===== src/rtl/wsl_pkg.sv =====
package wsl_pkg;
    typedef enum logic [2:0] {
        ST_IDLE  = 3'd0,
        ST_SHIFT = 3'd1,
        ST_LATCH = 3'd2,
        ST_WRITE = 3'd3,
        ST_RUN   = 3'd4
    } wsl_state_t;

    localparam logic [1:0] MODE_RUN   = 2'b00;
    localparam logic [1:0] MODE_OTHER = 2'b01;
    localparam logic [1:0] MODE_LATCH = 2'b10;
    localparam logic [1:0] MODE_SHIFT = 2'b11;
endpackage


===== src/rtl/wsl_edge.sv =====
module wsl_edge (
    input  logic clk,
    input  logic rst_n,
    input  logic sig_i,
    output logic rise_o,
    output logic fall_o
);
    logic sig_q;

    always_ff @(posedge clk) begin
        if (!rst_n) sig_q <= 1'b0;
        else        sig_q <= sig_i;
    end

    assign rise_o = sig_i & ~sig_q;
    assign fall_o = ~sig_i & sig_q;
endmodule


===== src/rtl/wsl_byte.sv =====
module wsl_byte #(
    parameter int DATA_W = 8
) (
    input  logic              clk,
    input  logic              rst_n,
    input  logic              shift_en,
    input  logic              latch_en,
    input  logic              sdi,
    output logic [DATA_W-1:0] byte_o
);
    logic [DATA_W-1:0] shreg;

    always_ff @(posedge clk) begin
        if (!rst_n) begin
            shreg  <= '0;
            byte_o <= '0;
        end else begin
            if (shift_en) shreg  <= {shreg[DATA_W-2:0], sdi};
            if (latch_en) byte_o <= shreg;
        end
    end
endmodule


===== src/rtl/wsl_addr.sv =====
module wsl_addr #(
    parameter int ADDR_W = 15
) (
    input  logic              clk,
    input  logic              rst_n,
    input  logic              inc,
    output logic [ADDR_W-1:0] addr_o
);
    always_ff @(posedge clk) begin
        if (!rst_n)   addr_o <= '1;
        else if (inc) addr_o <= addr_o + 1'b1;
    end
endmodule


===== src/rtl/wave_sram_loader.sv =====
module wave_sram_loader
    import wsl_pkg::*;
#(
    parameter int DATA_W = 8,
    parameter int ADDR_W = 15
) (
    input  logic              clk,
    input  logic              rst_n,
    input  logic              host_sclk,
    input  logic              host_sdi,
    input  logic [1:0]        mode_i,
    input  logic              sample_tick_i,
    output logic [ADDR_W-1:0] sram_addr,
    output logic [DATA_W-1:0] sram_data,
    output logic              sram_we_n,
    output logic              sram_oe_n,
    output logic              enable_o,
    output logic              rate_tick_o
);
    wsl_state_t state, state_nxt;
    logic       sclk_rise, sclk_fall;
    logic       shift_en, latch_en;
    logic       run_q;

    wsl_edge u_edge (
        .clk    (clk),
        .rst_n  (rst_n),
        .sig_i  (host_sclk),
        .rise_o (sclk_rise),
        .fall_o (sclk_fall)
    );

    assign shift_en = sclk_fall && (mode_i == MODE_SHIFT) && (state == ST_SHIFT);
    assign latch_en = sclk_rise && (mode_i == MODE_LATCH) && (state == ST_SHIFT);

    wsl_byte #(.DATA_W(DATA_W)) u_byte (
        .clk      (clk),
        .rst_n    (rst_n),
        .shift_en (shift_en),
        .latch_en (latch_en),
        .sdi      (host_sdi),
        .byte_o   (sram_data)
    );

    wsl_addr #(.ADDR_W(ADDR_W)) u_addr (
        .clk    (clk),
        .rst_n  (rst_n),
        .inc    (latch_en),
        .addr_o (sram_addr)
    );

    // next-state logic
    always_comb begin
        state_nxt = state;
        if (sclk_rise) begin
            unique case (mode_i)
                MODE_SHIFT: state_nxt = ST_SHIFT;                   // go_shift
                MODE_RUN:   state_nxt = ST_RUN;                     // go_run
                MODE_LATCH: if (state == ST_SHIFT) state_nxt = ST_LATCH; // go_latch
                MODE_OTHER: state_nxt = state;                      // ignored
            endcase
        end else if (sclk_fall && (mode_i == MODE_LATCH) && (state == ST_LATCH)) begin
            state_nxt = ST_WRITE;                                   // go_write
        end
    end

    // state register
    always_ff @(posedge clk) begin
        if (!rst_n) state <= ST_IDLE;
        else        state <= state_nxt;
    end

    // outputs
    always_comb begin
        sram_we_n = 1'b1;
        sram_oe_n = 1'b1;
        run_q     = 1'b0;
        unique case (state)
            ST_IDLE, ST_SHIFT, ST_LATCH: ;
            ST_WRITE: sram_we_n = 1'b0;
            ST_RUN: begin
                sram_oe_n = 1'b0;
                run_q     = 1'b1;
            end
            default: ;
        endcase
    end

    assign enable_o    = run_q;
    assign rate_tick_o = run_q & sample_tick_i;
endmodule


===== config.mk =====
export PLATFORM = sky130hd
export DESIGN_NAME = wave_sram_loader
export DESIGN_NICKNAME = d
export VERILOG_FILES = /design/src/rtl/wsl_pkg.sv /design/src/rtl/wsl_edge.sv /design/src/rtl/wsl_byte.sv /design/src/rtl/wsl_addr.sv /design/src/rtl/wave_sram_loader.sv
export SDC_FILE = /design/constraint.sdc
export NUM_CORES = 1
export LEC_CHECK = 0
export BUFFER_PORTS_ARGS = -buffer_cell sky130_fd_sc_hd__buf_2
export CORE_UTILIZATION = 50
export DETAILED_ROUTE_END_ITERATION = 16
export GPL_TIMING_DRIVEN = 0
export PLACE_DENSITY = 0.79
export SLEW_MARGIN = 10
export SYNTH_ARGS = -nofsm -noshare
export SYNTH_HDL_FRONTEND = slang
export SYNTH_SLANG_ARGS = --single-unit

===== constraint.sdc =====
create_clock -name clk -period 4.7 [get_ports clk]
set_clock_uncertainty 0.2 [all_clocks]
set_input_delay 0.47 -clock clk [delete_from_list [all_inputs] [get_ports clk]]
set_output_delay 0.47 -clock clk [all_outputs]
set_load 0.03 [all_outputs]

# [Word level (Yosys, flattened, before mapping)]
# Cells that the tools add are included.
[op_classes] addsub=1 bitwise=5 eq_ne=9 mux=7 reduce_logical=9
[ops] cell="15-bit by 1-bit adder with 15-bit output (second input constant)" n=1
[ops] cell="3-bit 2-to-1 mux" n=3
[ops] cell="3-bit one-hot mux with 3 select lines" n=1
[ops] cell="3-bit by 2-bit == test with 1-bit output (second input constant)" n=2
[ops] cell="1-bit logical AND" n=6
[ops] cell="2-bit == test (second input constant)" n=2
[ops] cell="1-bit bitwise AND" n=3
[ops] cell="3-bit by 1-bit == test with 1-bit output (second input constant)" n=1
[ops] cell="3-bit == test (second input constant)" n=1
[ops] cell="1-bit 2-to-1 mux" n=3
[ops] cell="3-bit != test (second input constant)" n=1
[ops] cell="3-bit AND reduction" n=1
[ops] cell="2-bit by 1-bit == test with 1-bit output (second input constant)" n=1
[ops] cell="2-bit zero test" n=1
[ops] cell="2-bit != test (second input constant)" n=1
[ops] cell="1-bit NOT" n=2
[ops] cell="2-bit nonzero test" n=1
[word_totals] regBits=35 output_inout_bits=27 in_bits=7 word_cells=36

# [Logic depth before layout (Yosys ltp)]
[depth] word_depth=6 mapped_depth=6 ltp_nobuf=5

# [By module]
# A second synthesis with hierarchy kept.
[hier_totals] cells_unflattened=159 hier_area_um2=1546.5
[modules_own_cells] mod="wsl_addr" instances=1 cells_each=74 seq_area_each_um2=300.3 area_per_inst_um2=676.9
[modules_own_cells] mod="wsl_byte" instances=1 cells_each=51 seq_area_each_um2=320.3 area_per_inst_um2=608.1
[modules_own_cells] mod="wave_sram_loader" instances=1 cells_each=30 seq_area_each_um2=60.1 area_per_inst_um2=222.7
[modules_own_cells] mod="wsl_edge" instances=1 cells_each=4 seq_area_each_um2=20.0 area_per_inst_um2=38.8

# [Worst setup path after synthesis]
# Ideal clock, no wire load.
[synth_path] path_type="reg-to-output" startpoint="register state[2]" endpoint="output rate_tick_o" path_slack_ps=2513 arrival_ps=1517 stages_incl_launch_ff=5 n_path_buf=0 cell_sequence="dfxtp_1 inv_1 or3_1 inv_1 and2_1"
[synth_between] elab_chain_cells=3
[synth_lines] item="start, declared" line_no="wave_sram_loader.sv:20" text="wsl_state_t state, state_nxt;"
[synth_lines] item="start signal, assigned" line_no="wave_sram_loader.sv:70" text="else state <= state_nxt;"
[synth_lines] item="3-bit == test" line_no="wave_sram_loader.sv:78" text="unique case (state)"
[synth_lines] item="1-bit 2-to-1 mux" line_no="wave_sram_loader.sv:78"
[synth_lines] item="via enable_o" line_no="wave_sram_loader.sv:17" text="output logic enable_o,"
[synth_lines] item="1-bit bitwise AND" line_no="wave_sram_loader.sv:90" text="assign rate_tick_o = run_q & sample_tick_i;"
[synth_lines] item="end, declared" line_no="wave_sram_loader.sv:18" text="output logic rate_tick_o"
# The timed path passes the listed nets, and every way through them passes these cells.

# [Worst setup path in the final report]
[layout_path] startpoint="register state[2]" endpoint="output rate_tick_o"
[layout_between] elab_chain_cells=3
[layout_lines] item="3-bit == test" line_no="wave_sram_loader.sv:78"
[layout_lines] item="1-bit 2-to-1 mux" line_no="wave_sram_loader.sv:78"
[layout_lines] item="1-bit bitwise AND" line_no="wave_sram_loader.sv:90"
# Every way passes these cells.

==> flow_metrics.py <==
metrics = {
    "outcome": {
        "status": "complete, but fails checks",
        "violations": "DRC",
    },
    "timing": {
        "setup_viol": 0,
        "finalHoldViolations": 0,
        "max_slew_margin_pct": 68.2,
        "worst_slew_pin_slew_ps": 475,
        "fmax_ghz": 0.455,
        "period_share_pct": 46.8,
        "drv_slew": 0,
        "tns_ps": 0,
        "rsz0062_at_grt": "false",
        "finalCriticalPeriod_ps": 2200,
    },
    "hold_path": {
        "worstHoldPathCells": 2,
        "hold_path_class": "in -> reg",
    },
    "worst_setup_path": {
        "crit_chain": "inv_1, or3_1, inv_1, and2_1, buf_2",
        "required_ps": 4030,
        "max_stage_delay_ps": 420,
        "worst-path-max-fanout": 6,
        "slowest_stage": "dfxtp_1",
        "worstSetupEndpointType": "output pin",
        "cp-start-kind": "register",
        "reg2regPathDepth": 5,
        "path_common_cell": "inv_1",
        "critPathKind": "reg -> out",
        "arrival_ps": 1530,
    },
    "floorplan": {
        "die_w_um": 58.0,
        "coreArea_um2": 2850,
        "start_util_pct": 54.9,
        "rows": 19,
        "dieArea_um2": 3360,
        "ios": 34,
        "die_h_um": 58.0,
    },
    "final_layout": {
        "syn_to_final_growth_pct": 16.1,
        "mostFrequentLayoutCell": "dfxtp_1",
        "fin_nets": 221,
        "diodes": 0,
        "fillers": 270,
        "post_route_cells_drive_above_1_share_pct": 21.5,
        "final_cell_mix": "35 x dfxtp_1, 34 x nand2_1, 34 x buf_2",
    },
    "placed_design": {
        "gp_congestion": 0.876,
        "port_buffers": 32,
        "dpl.hpwl_um": 2300,
    },
    "yosys": {
        "synth_area_leaders": "dfxtp_1 45%, nand2_1 8.2%, mux2i_1 5.1%",
        "synth_top_area_cell": "dfxtp_1",
        "syn_inst": 174,
        "syn_nets": 182,
        "yosysUniqueCellTypes": 34,
        "yosysSeqAreaShare_pct": 44.8,
        "syn_area_per_cell_um2": 9.00,
        "yosysTopAreaCellShare_pct": 44.8,
        "synthesis.area_um2": 1570,
        "synth_seq_cells": 35,
        "yosysWarnings": 0,
    },
    "grt": {
        "grt_pass1_wl_um": 5180,
        "grt_pass1_vias": 1211,
        "track_usage_pct": 20.4,
        "antenna_found_initial": 0,
        "grt_max_degree": 12,
        "overflow": 0,
    },
    "clock_network": {
        "cts_buffers": 5,
        "clk_latency_ps": 330,
        "root_buffer": "clkbuf_4",
        "post_cts.repair.setup_buffers": 0,
        "clockBufferDepth": 2,
        "tritoncts": "yes",
        "h-tree-depth": 2,
        "ctsHoldBuffers": 0,
        "clock-sinks": 35,
        "clkTransAtPathRegs_ps": 100,
        "ctsResizeCount": 0,
    },
    "routing": {
        "drt_pass1_iterations": 10,
        "remaining_drc_errors": 2,
        "drt_wl_total_um": 3200,
        "wl_per_cell_um": 13.1,
        "num_vias": 1359,
        "via_per_inst": 5.55,
        "antenna_left": 0,
        "drtIter0Drc": 69,
    },
    "pwr": {
        "p_total_uw": 496,
        "p_per_area_nw_per_um2": 273,
        "ir_drop_mv": 0.199,
        "p_leak_nw": 0.701,
    },
    "flow_run": {
        "max_cap_viol_count": 0,
    },
}
## cells in the mapped netlist, drive strengths merged
cell type	n
a21boi	10
a41oi	1
and2	5
and3	3
and4	1
and4bb	2
buf	3
clkbuf	4
dfxtp	35
ha	1
inv	5
mux2	1
mux2i	8
nand2	34
nand2b	3
nand3	9
nand3b	2
nand4	6
nor2	1
nor2b	11
nor3b	3
nor4	2
o21ai	7
o22ai	1
o31a	2
o31ai	3
or3	2
or4	2
xnor2	2
xor2	5
## path summary, 6_finish.rpt
check                       to        startpoint  slack [ps]
max                rate_tick_o          state[2]        2500
min               u_edge.sig_q         host_sclk         200
max reg2reg  u_addr.addr_o[10]          state[1]        2810
min reg2reg   u_byte.byte_o[0]  u_byte.byte_o[0]         270
## kinds of logic (layout without fill, tap and decap cells)
family | after synthesis | after routing | share of synthesized area [%]
adders and majority gates | 1 | 1 | 0.799
buffers and inverters | 12 | 52 | 3.28
and+or+nand+nor | 86 | 86 | 30.9
xor gates and xnor gates | 7 | 7 | 3.92
muxes | 9 | 9 | 5.84
DFF | 35 | 35 | 44.8
AOI/OAI and AO/OA | 24 | 24 | 10.6
## layer usage
metal / wire, µm / part of all wire, % / track usage, % / vias to the layer above
li1: - / - / - / 680
met1: 1460 / 46 / 24.4 / 632
met2: 1500 / 47 / 33.7 / 42
met3: 194 / 6.1 / 6.92 / 5
met4: 44 / 1.4 / 8.16 / 0
met5: 0 / 0 / 0 / -
## critical path: cells and delay by family, from the launching register on
family | cells | cell delay [ps]
buffers and inverters | 3 | 340
AND/OR/NAND/NOR | 2 | 430
flip-flops | 1 | 420
## layout make-up
type                    instances  area [µm²]  share of cell area (%)
clock buffers                   6        41.3                    2.27
clock inverters                 2        12.5                   0.688
repair buffers                 32         160                    8.81
flip-flops and latches         35         701                    38.5
multi-input cells             127         813                    44.7
plain buffers                   7        32.5                    1.79
inverters                       5        18.8                    1.03
well taps                      31        38.8                    2.13
## state kept, by name (all words and copies together) (netlist names)
name / cells
u_addr.addr_o: 15
u_byte.byte_o: 8
state: 3
u_edge.sig_q: 1
u_byte.shreg: 8
## report_power, final
| group | leakage [nW] | total [mW] | switching, mW | internal, mW |
|---|---|---|---|---|
| combinational | 0.389 | 0.0362 | 0.0225 | 0.0137 |
| clock | 0.0282 | 0.157 | 0.0995 | 0.0577 |
| sequential | 0.283 | 0.302 | 0.00319 | 0.299 |
| total | 0.701 | 0.496 | 0.125 | 0.370 |
## through the flow
stage | instance area (µm²) | utilization (%) | instances | setup WS (ps) | hold WS (ps)
global placement | 1760 | 61.8 | 237 | 2730 | 249
CTS | 1820 | 63.7 | 245 | 2490 | 189
detailed placement | 1760 | 61.8 | 237 | 2640 | 257
floorplan | 1570 | - | 174 | 2510 | 240
global route | 1820 | 63.7 | 245 | 2380 | 203
finish | 1820 | 63.7 | 245 | 2500 | 200
Note: power is estimated with default switching activity, not from simulation.
